`src/rtl/gpio_sc_pkg.sv`:
```
package gpio_sc_pkg;
  localparam logic [7:0] OFS_OUT_SET = 8'h00;
  localparam logic [7:0] OFS_OUT_CLR = 8'h10;
  localparam logic [7:0] OFS_DIR_SET = 8'h20;
  localparam logic [7:0] OFS_DIR_CLR = 8'h30;
  localparam logic [7:0] OFS_IN      = 8'h40;

  typedef enum logic [2:0] {
    SEL_NONE,
    SEL_OUT_SET,
    SEL_OUT_CLR,
    SEL_DIR_SET,
    SEL_DIR_CLR,
    SEL_IN
  } reg_sel_e;
endpackage

```
`src/rtl/gpio_sc_sync.sv`:
```
module gpio_sc_sync #(
  parameter int WIDTH  = 32,
  parameter int STAGES = 2
) (
  input  logic             clk_i,
  input  logic             rst_ni,
  input  logic [WIDTH-1:0] d_i,
  output logic [WIDTH-1:0] q_o
);
  logic [STAGES-1:0][WIDTH-1:0] stg_q;

  always_ff @(posedge clk_i or negedge rst_ni) begin
    if (!rst_ni) begin
      stg_q <= '0;
    end else begin
      stg_q[0] <= d_i;
      for (int k = 1; k < STAGES; k++) stg_q[k] <= stg_q[k-1];
    end
  end

  assign q_o = stg_q[STAGES-1];
endmodule

```
`src/rtl/gpio_sc_latch.sv`:
```
// Set/clear latch; clear has priority when both hit the same bit.
module gpio_sc_latch #(
  parameter int WIDTH = 32
) (
  input  logic             clk_i,
  input  logic             rst_ni,
  input  logic [WIDTH-1:0] set_i,
  input  logic [WIDTH-1:0] clr_i,
  output logic [WIDTH-1:0] q_o
);
  logic [WIDTH-1:0] q_q;

  always_ff @(posedge clk_i or negedge rst_ni) begin
    if (!rst_ni) q_q <= '0;
    else         q_q <= (q_q | set_i) & ~clr_i;
  end

  assign q_o = q_q;

  // set-only cycle ORs mask in, keeps other bits
  assert_set_keep_R2 : assert property (@(posedge clk_i) disable iff (!rst_ni)
    (clr_i == '0) |=> (q_o == ($past(q_o) | $past(set_i))));

  // cleared bits are low next cycle, untouched bits keep value
  assert_clear_R3 : assert property (@(posedge clk_i) disable iff (!rst_ni)
    (clr_i != '0) |=> ((q_o & $past(clr_i)) == '0));

  assert_clear_keep_R5 : assert property (@(posedge clk_i) disable iff (!rst_ni)
    ((set_i == '0) && (clr_i != '0)) |=> ((q_o & ~$past(clr_i)) == ($past(q_o) & ~$past(clr_i))));
endmodule

```
`src/rtl/gpio_sc_decode.sv`:
```
module gpio_sc_decode import gpio_sc_pkg::*; #(
  parameter int NUM_PINS = 32,
  parameter int ADDR_W   = 8,
  parameter int DATA_W   = 32
) (
  input  logic                req_i,
  input  logic                we_i,
  input  logic [ADDR_W-1:0]   addr_i,
  input  logic [DATA_W-1:0]   wdata_i,
  input  logic [NUM_PINS-1:0] out_q_i,
  input  logic [NUM_PINS-1:0] dir_q_i,
  input  logic [NUM_PINS-1:0] in_q_i,
  output logic [NUM_PINS-1:0] out_set_o,
  output logic [NUM_PINS-1:0] out_clr_o,
  output logic [NUM_PINS-1:0] dir_set_o,
  output logic [NUM_PINS-1:0] dir_clr_o,
  output logic                rd_en_o,
  output reg_sel_e            sel_o,
  output logic [DATA_W-1:0]   rd_data_o
);
  reg_sel_e            sel;
  logic                wr_en;
  logic [NUM_PINS-1:0] mask;
  logic                unused_wdata;

  always_comb begin
    if      (addr_i == ADDR_W'(OFS_OUT_SET)) sel = SEL_OUT_SET;
    else if (addr_i == ADDR_W'(OFS_OUT_CLR)) sel = SEL_OUT_CLR;
    else if (addr_i == ADDR_W'(OFS_DIR_SET)) sel = SEL_DIR_SET;
    else if (addr_i == ADDR_W'(OFS_DIR_CLR)) sel = SEL_DIR_CLR;
    else if (addr_i == ADDR_W'(OFS_IN))      sel = SEL_IN;
    else                                     sel = SEL_NONE;
  end

  assign wr_en        = req_i & we_i;
  assign rd_en_o      = req_i & ~we_i;
  assign mask         = wdata_i[NUM_PINS-1:0];
  assign unused_wdata = ^wdata_i;
  assign sel_o        = sel;

  assign out_set_o = (wr_en && sel == SEL_OUT_SET) ? mask : '0;
  assign out_clr_o = (wr_en && sel == SEL_OUT_CLR) ? mask : '0;
  assign dir_set_o = (wr_en && sel == SEL_DIR_SET) ? mask : '0;
  assign dir_clr_o = (wr_en && sel == SEL_DIR_CLR) ? mask : '0;

  always_comb begin
    unique case (sel)
      SEL_OUT_SET, SEL_OUT_CLR: rd_data_o = DATA_W'(out_q_i);
      SEL_DIR_SET, SEL_DIR_CLR: rd_data_o = DATA_W'(dir_q_i);
      SEL_IN:                   rd_data_o = DATA_W'(in_q_i);
      default:                  rd_data_o = '0;
    endcase
  end
endmodule

```
`src/rtl/gpio_sc_bank.sv`:
```
module gpio_sc_bank import gpio_sc_pkg::*; #(
  parameter int NUM_PINS    = 32,
  parameter int ADDR_W      = 8,
  parameter int DATA_W      = 32,
  parameter int SYNC_STAGES = 2
) (
  input  logic                clk_i,
  input  logic                rst_ni,
  input  logic                req_i,
  input  logic                we_i,
  input  logic [ADDR_W-1:0]   addr_i,
  input  logic [DATA_W-1:0]   wdata_i,
  output logic [DATA_W-1:0]   rdata_o,
  input  logic [NUM_PINS-1:0] pin_i,
  output logic [NUM_PINS-1:0] pin_o,
  output logic [NUM_PINS-1:0] pin_oe_o
);
  logic [NUM_PINS-1:0] out_set, out_clr, dir_set, dir_clr;
  logic [NUM_PINS-1:0] out_q, dir_q, in_q;
  logic                rd_en;
  reg_sel_e            sel;
  logic [DATA_W-1:0]   rd_data;
  logic [DATA_W-1:0]   rdata_q;

  gpio_sc_decode #(.NUM_PINS(NUM_PINS), .ADDR_W(ADDR_W), .DATA_W(DATA_W)) u_decode (
    .req_i     (req_i),
    .we_i      (we_i),
    .addr_i    (addr_i),
    .wdata_i   (wdata_i),
    .out_q_i   (out_q),
    .dir_q_i   (dir_q),
    .in_q_i    (in_q),
    .out_set_o (out_set),
    .out_clr_o (out_clr),
    .dir_set_o (dir_set),
    .dir_clr_o (dir_clr),
    .rd_en_o   (rd_en),
    .sel_o     (sel),
    .rd_data_o (rd_data)
  );

  gpio_sc_latch #(.WIDTH(NUM_PINS)) u_out_latch (
    .clk_i (clk_i),
    .rst_ni(rst_ni),
    .set_i (out_set),
    .clr_i (out_clr),
    .q_o   (out_q)
  );

  gpio_sc_latch #(.WIDTH(NUM_PINS)) u_dir_latch (
    .clk_i (clk_i),
    .rst_ni(rst_ni),
    .set_i (dir_set),
    .clr_i (dir_clr),
    .q_o   (dir_q)
  );

  gpio_sc_sync #(.WIDTH(NUM_PINS), .STAGES(SYNC_STAGES)) u_in_sync (
    .clk_i (clk_i),
    .rst_ni(rst_ni),
    .d_i   (pin_i),
    .q_o   (in_q)
  );

  always_ff @(posedge clk_i or negedge rst_ni) begin
    if (!rst_ni)    rdata_q <= '0;
    else if (rd_en) rdata_q <= rd_data;
  end

  assign rdata_o  = rdata_q;
  assign pin_o    = out_q;
  assign pin_oe_o = dir_q;

  assert_reset_state_R1 : assert property (@(posedge clk_i) disable iff (!rst_ni)
    $rose(rst_ni) |-> (pin_o == '0 && pin_oe_o == '0 && rdata_o == '0));

  assert_input_read_R6 : assert property (@(posedge clk_i) disable iff (!rst_ni)
    (rd_en && sel == SEL_IN) |=> (rdata_o == DATA_W'($past(in_q))));

  assert_unmapped_zero_R8 : assert property (@(posedge clk_i) disable iff (!rst_ni)
    (rd_en && sel == SEL_NONE) |=> (rdata_o == '0));

  assert_no_write_side_R8 : assert property (@(posedge clk_i) disable iff (!rst_ni)
    (req_i && we_i && (sel == SEL_NONE || sel == SEL_IN)) |=> ($stable(pin_o) && $stable(pin_oe_o)));

  assert_idle_stable_R9 : assert property (@(posedge clk_i) disable iff (!rst_ni)
    !req_i |=> ($stable(pin_o) && $stable(pin_oe_o) && $stable(rdata_o)));

  assert_write_keeps_rdata_R9 : assert property (@(posedge clk_i) disable iff (!rst_ni)
    (req_i && we_i) |=> $stable(rdata_o));
endmodule

```
`config.mk`:
```
export PLATFORM = sky130hd
export DESIGN_NAME = gpio_sc_bank
export DESIGN_NICKNAME = d
export VERILOG_FILES = /design/src/rtl/gpio_sc_pkg.sv /design/src/rtl/gpio_sc_sync.sv /design/src/rtl/gpio_sc_latch.sv /design/src/rtl/gpio_sc_decode.sv /design/src/rtl/gpio_sc_bank.sv
export SDC_FILE = /design/constraint.sdc
export NUM_CORES = 1
export LEC_CHECK = 0
export ABC_AREA = 1
export BUFFER_PORTS_ARGS = -buffer_cell sky130_fd_sc_hd__buf_2
export CORE_MARGIN = 2
export CORE_UTILIZATION = 50
export CTS_CLUSTER_DIAMETER = 30
export DETAILED_ROUTE_END_ITERATION = 10
export PLACE_DENSITY = 0.77
export REMOVE_ABC_BUFFERS = 1
export SETUP_SLACK_MARGIN = 0.3
export SLEW_MARGIN = 20
export SYNTH_ARGS = -nofsm -noshare
export SYNTH_HDL_FRONTEND = slang
export SYNTH_SLANG_ARGS = --single-unit
```
`constraint.sdc`:
```
create_clock -name clk_i -period 1 [get_ports clk_i]
set_input_delay 0.1 -clock clk_i [delete_from_list [all_inputs] [get_ports clk_i]]
set_output_delay 0.1 -clock clk_i [all_outputs]
set_load 0.005 [all_outputs]
```
==> results.json, run 1 <==
{
  "grtUsageTotal_pct": 88.9,
  "grt_start_max_net_pins": 43,
  "synth_top_area_share_pct": 63.5,
  "gr-total-overflow": 300,
  "status": "stopped before the end",
  "cts_sinks": 160,
  "ys_warn_count": 0,
  "root_buffer": "clkbuf_16",
  "error_line": "[ERROR GRT-0232] Routing congestion too high. Check the congestion heatmap in the GUI.",
  "io_pins": 172,
  "dieHeight_um": 116,
  "place_congestion": 0.865,
  "synth_area_leaders": "dfrtp_1 63%, nand2_1 10%, nand3_1 7.6%",
  "portBuffers": 171,
  "ys_ff_latch": 160,
  "ys_seq_area_share_pct": 63.5,
  "start_util_pct": 50.6,
  "synth_area_per_cell_um2": 9.35,
  "worstEndpointGrtRepair": "u_dir_latch.q_o[17]$_DFF_PN0_/D",
  "synth_top_cell_by_area": "dfrtp_1",
  "die_x_um": 116,
  "hpwl_um": 11200,
  "synthCells": 675,
  "cts.htree.levels": 4,
  "stop_stage": "5_1_grt",
  "synthesis.area_um2": 6310,
  "cts_buffer_depth": 2,
  "rows": 41,
  "ys_types": 15,
  "cts_buffers": 17,
  "worst-ep-kind": "register input"
}
per-layer routing:
layer | GRT overflow | track usage, %
met4 | 126 | 99.6
met3 | 8 | 78.0
met2 | 159 | 103
met5 | 4 | 37.0
met1 | 3 | 83.9
synthesized netlist by cell type:
cell type	instances
nor2_1	71
nand2_1	170
buf_2	21
inv_1	68
o22ai_1	32
a21oi_2	1
nor2_2	1
dfrtp_1	160
nor3_2	1
inv_2	5
clkbuf_1	12
nand3_1	96
nand2_2	1
o21a_1	32
nand4_1	4
repair_timing:
action,CTS
pin swaps,53
setup endpoints to repair,192
hold buffers,65
hold endpoints to repair,224
cloned,19
resized for setup,238
setup buffers,103
logic make-up after synthesis:
group                  Yosys count  share of synthesized area (%)
flip-flops                     160                           63.5
AO/OA/AOI/OAI                   65                           7.12
AND/OR/NAND/NOR                344                           22.7
buffers and inverters          106                           6.72
per-stage QoR:
step | cell area [um2] | setup slack, ns | std cells
after floorplan | 6160 | -1.19 | 642
after global placement | 7650 | -0.403 | 1016
after detailed placement | 7650 | -0.418 | 1016
after CTS | 11200 | -0.0750 | 1235
==> inputs of run 2 (changes only) <==
- CORE_UTILIZATION: 50 -> 35
- CTS_CLUSTER_DIAMETER: 30 -> not set
- PLACE_DENSITY: 0.77 -> not set
- PLACE_DENSITY_LB_ADDON: not set -> 0.15
- SETUP_SLACK_MARGIN: 0.3 -> not set
==> run 2 against run 1 <==
The flow now finishes, with violations (negative setup slack). Synthesized cell count unchanged. Synthesized area stayed put.
==> results.json, run 2 <==
{
  "drv_cap": 0,
  "skew_ns": 0.00364,
  "slowest_delay_ns": 0.41,
  "ys_async_sr_fraction_pct": 100,
  "grt_pass1_wl_um": 31000,
  "ys_warn_count": 0,
  "place_congestion": 0.795,
  "cp.required_ns": 0.90,
  "status": "finished with violations",
  "cts_buffers": 17,
  "drt_iter0_drc": 423,
  "final_common_cell": "buf_2",
  "cp_max_fo": 3,
  "layout.nets": 1096,
  "relSlewSlack_pct": 80.7,
  "hold_class": "input pin to async pin",
  "portBuffers": 171,
  "die_area_um2": 19100,
  "grt_antenna_before_repair": 0,
  "cts.htree.levels": 4,
  "final_cell_mix": "170 x buf_2, 163 x nand2_1, 160 x dfrtp_1",
  "grtUsageTotal_pct": 20.7,
  "synthesis.area_um2": 6310,
  "ys_types": 15,
  "clk_latency_ns": 0.42,
  "grt_pass1_vias": 5905,
  "r2r_slack_ns": 0.03,
  "grt_start_max_net_pins": 34,
  "p_total_uw": 14100,
  "worst_ep_arrival_time_ns": 0.97,
  "root_buffer": "clkbuf_16",
  "setup_ws_ns": -0.0743,
  "synth_top_area_share_pct": 63.5,
  "timing_hold_violations_final": 0,
  "leakagePower_uw": 0.00560,
  "vias": 6012,
  "totalWireLength_um": 19700,
  "drive_gt1_share_pct": 34.7,
  "cts_tree": "built",
  "fin_crit_sh_pct": 107,
  "core_area_um2": 17800,
  "synth_area_leaders": "dfrtp_1 63%, nand2_1 10%, nand3_1 7.6%",
  "die_x_um": 138,
  "synth_ff_type": "dfrtp_1",
  "ys_ff_latch": 160,
  "antenna_left": 0,
  "crit_buf_inv": 1,
  "cpLargestDelayFamily": "flip-flops",
  "violations": "negative setup slack",
  "critPathSlowestCell": "dfrtp_1",
  "via_per_inst": 4.76,
  "worst_setup_path_end_kind": "output pin",
  "ys_seq_area_share_pct": 63.5,
  "hpwl_um": 12500,
  "fmax_mhz": 931,
  "power_density_nw_per_um2": 1450,
  "cts_buffer_depth": 2,
  "routedWlPerCell_um": 15.6,
  "gr-total-overflow": 0,
  "synth_common_cells": "170 x nand2_1, 160 x dfrtp_1, 96 x nand3_1",
  "setup_viol": 96,
  "grt_setup_unrepaired": "yes",
  "worstMarginPinSlew_ns": 0.289,
  "timing.rr.start": "u_out_latch.q_o[8]",
  "synth_top_cell_by_area": "dfrtp_1",
  "setup.worst_path.class": "flip-flop to output pin",
  "crit_chain": "buf_2",
  "dieHeight_um": 138,
  "timing.rr.end": "rdata_o[8]",
  "yosysMostFrequentCell": "nand2_1",
  "synth_edf_count": 0,
  "io_pins": 172,
  "synth_area_per_cell_um2": 9.35,
  "syn2layout_area_growth_pct": 54.7,
  "vdd_drop_max_uv": 1220,
  "ff2ff_path_depth": 6,
  "rows": 49,
  "drtPass1Iterations": 5,
  "drc": 0,
  "period_needed_ns": 1.07,
  "worst_setup_path_start_kind": "flip-flop",
  "path_clk_slew_ns": 0.06,
  "slew_viol_final": 0,
  "finalHoldWorstSlack_ns": 0.108,
  "start_util_pct": 35.4,
  "dp_slack_ns": -0.423,
  "cts_sinks": 160,
  "synthCells": 675,
  "diodes": 0
}
run 2: cell counts after synthesis:
No cell type changed its count.
run 2: how the worst max path moves through the flow:
| stage | start | to | cells after the start |
|---|---|---|---|
| after floorplan | req_i | rdata_o[0] | 5 |
| after global placement | addr_i[3] | u_out_latch.q_o[14] | 8 |
| after detailed placement | addr_i[3] | u_out_latch.q_o[11] | 8 |
| after CTS | u_dir_latch.q_o[21] | pin_oe_o[21] | 1 |
| after global routing | u_dir_latch.q_o[21] | pin_oe_o[21] | 1 |
| final | u_dir_latch.q_o[21] | pin_oe_o[21] | 1 |
run 2: cell type report:
cell class / instances / area (um2)
Clock buffer: 22 / 454
Clock inverter: 10 / 111
Fill cell: 1573 / 8080
Inverter: 73 / 277
Multi-Input combinational cell: 409 / 2010
Sequential cell: 160 / 4000
Tap cell: 229 / 287
Timing Repair Buffer: 359 / 2620
run 2: cell families after synthesis:
kind of cell	count (synthesis)	share of synthesized area [%]
compound gates	65	7.12
buf+inv	106	6.72
flops	160	63.5
simple gates	344	22.7
run 2: per-stage QoR:
| stage | utilization (%) | setup TNS, ns | cells | instance area (um2) |
|---|---|---|---|---|
| CTS | 53.4 | -5.14 | 1248 | 9530 |
| detailed placement | 43.5 | -36.39 | 1077 | 7760 |
| global placement | 43.5 | -32.24 | 1077 | 7760 |
| floorplan | - | -98.79 | 642 | 6160 |
| global route | 54.7 | -6.88 | 1262 | 9760 |
| finish | 54.7 | -3.42 | 1262 | 9760 |
run 2: routing by layer:
metal / vias to the layer above / global-route usage (%) / wire length (um) / share of wire, %
met5: - / 0 / 0 / 0
met4: 0 / 5.85 / 229 / 1.2
met3: 18 / 4.36 / 1010 / 5.1
met2: 190 / 33.8 / 9600 / 49
met1: 2956 / 28.1 / 8830 / 45
li1: 2848 / - / - / -
run 2: repair_timing:
action                                 4_1_cts  5_1_grt
hold buffers                                65        0
buffers inserted                            74       23
pin swaps                                    0       18
resized for setup                            0       32
endpoints found under the hold margin      224        0
cloned                                       0        0
setup endpoints to repair                   96      176
run 2: report_power, final:
| part | switching, uW | internal, uW | total, uW |
|---|---|---|---|
| clock | 2560 | 3730 | 6290 |
| combinational | 541 | 561 | 1100 |
| sequential | 79.2 | 6680 | 6760 |
(Power assumes the default switching activity.)
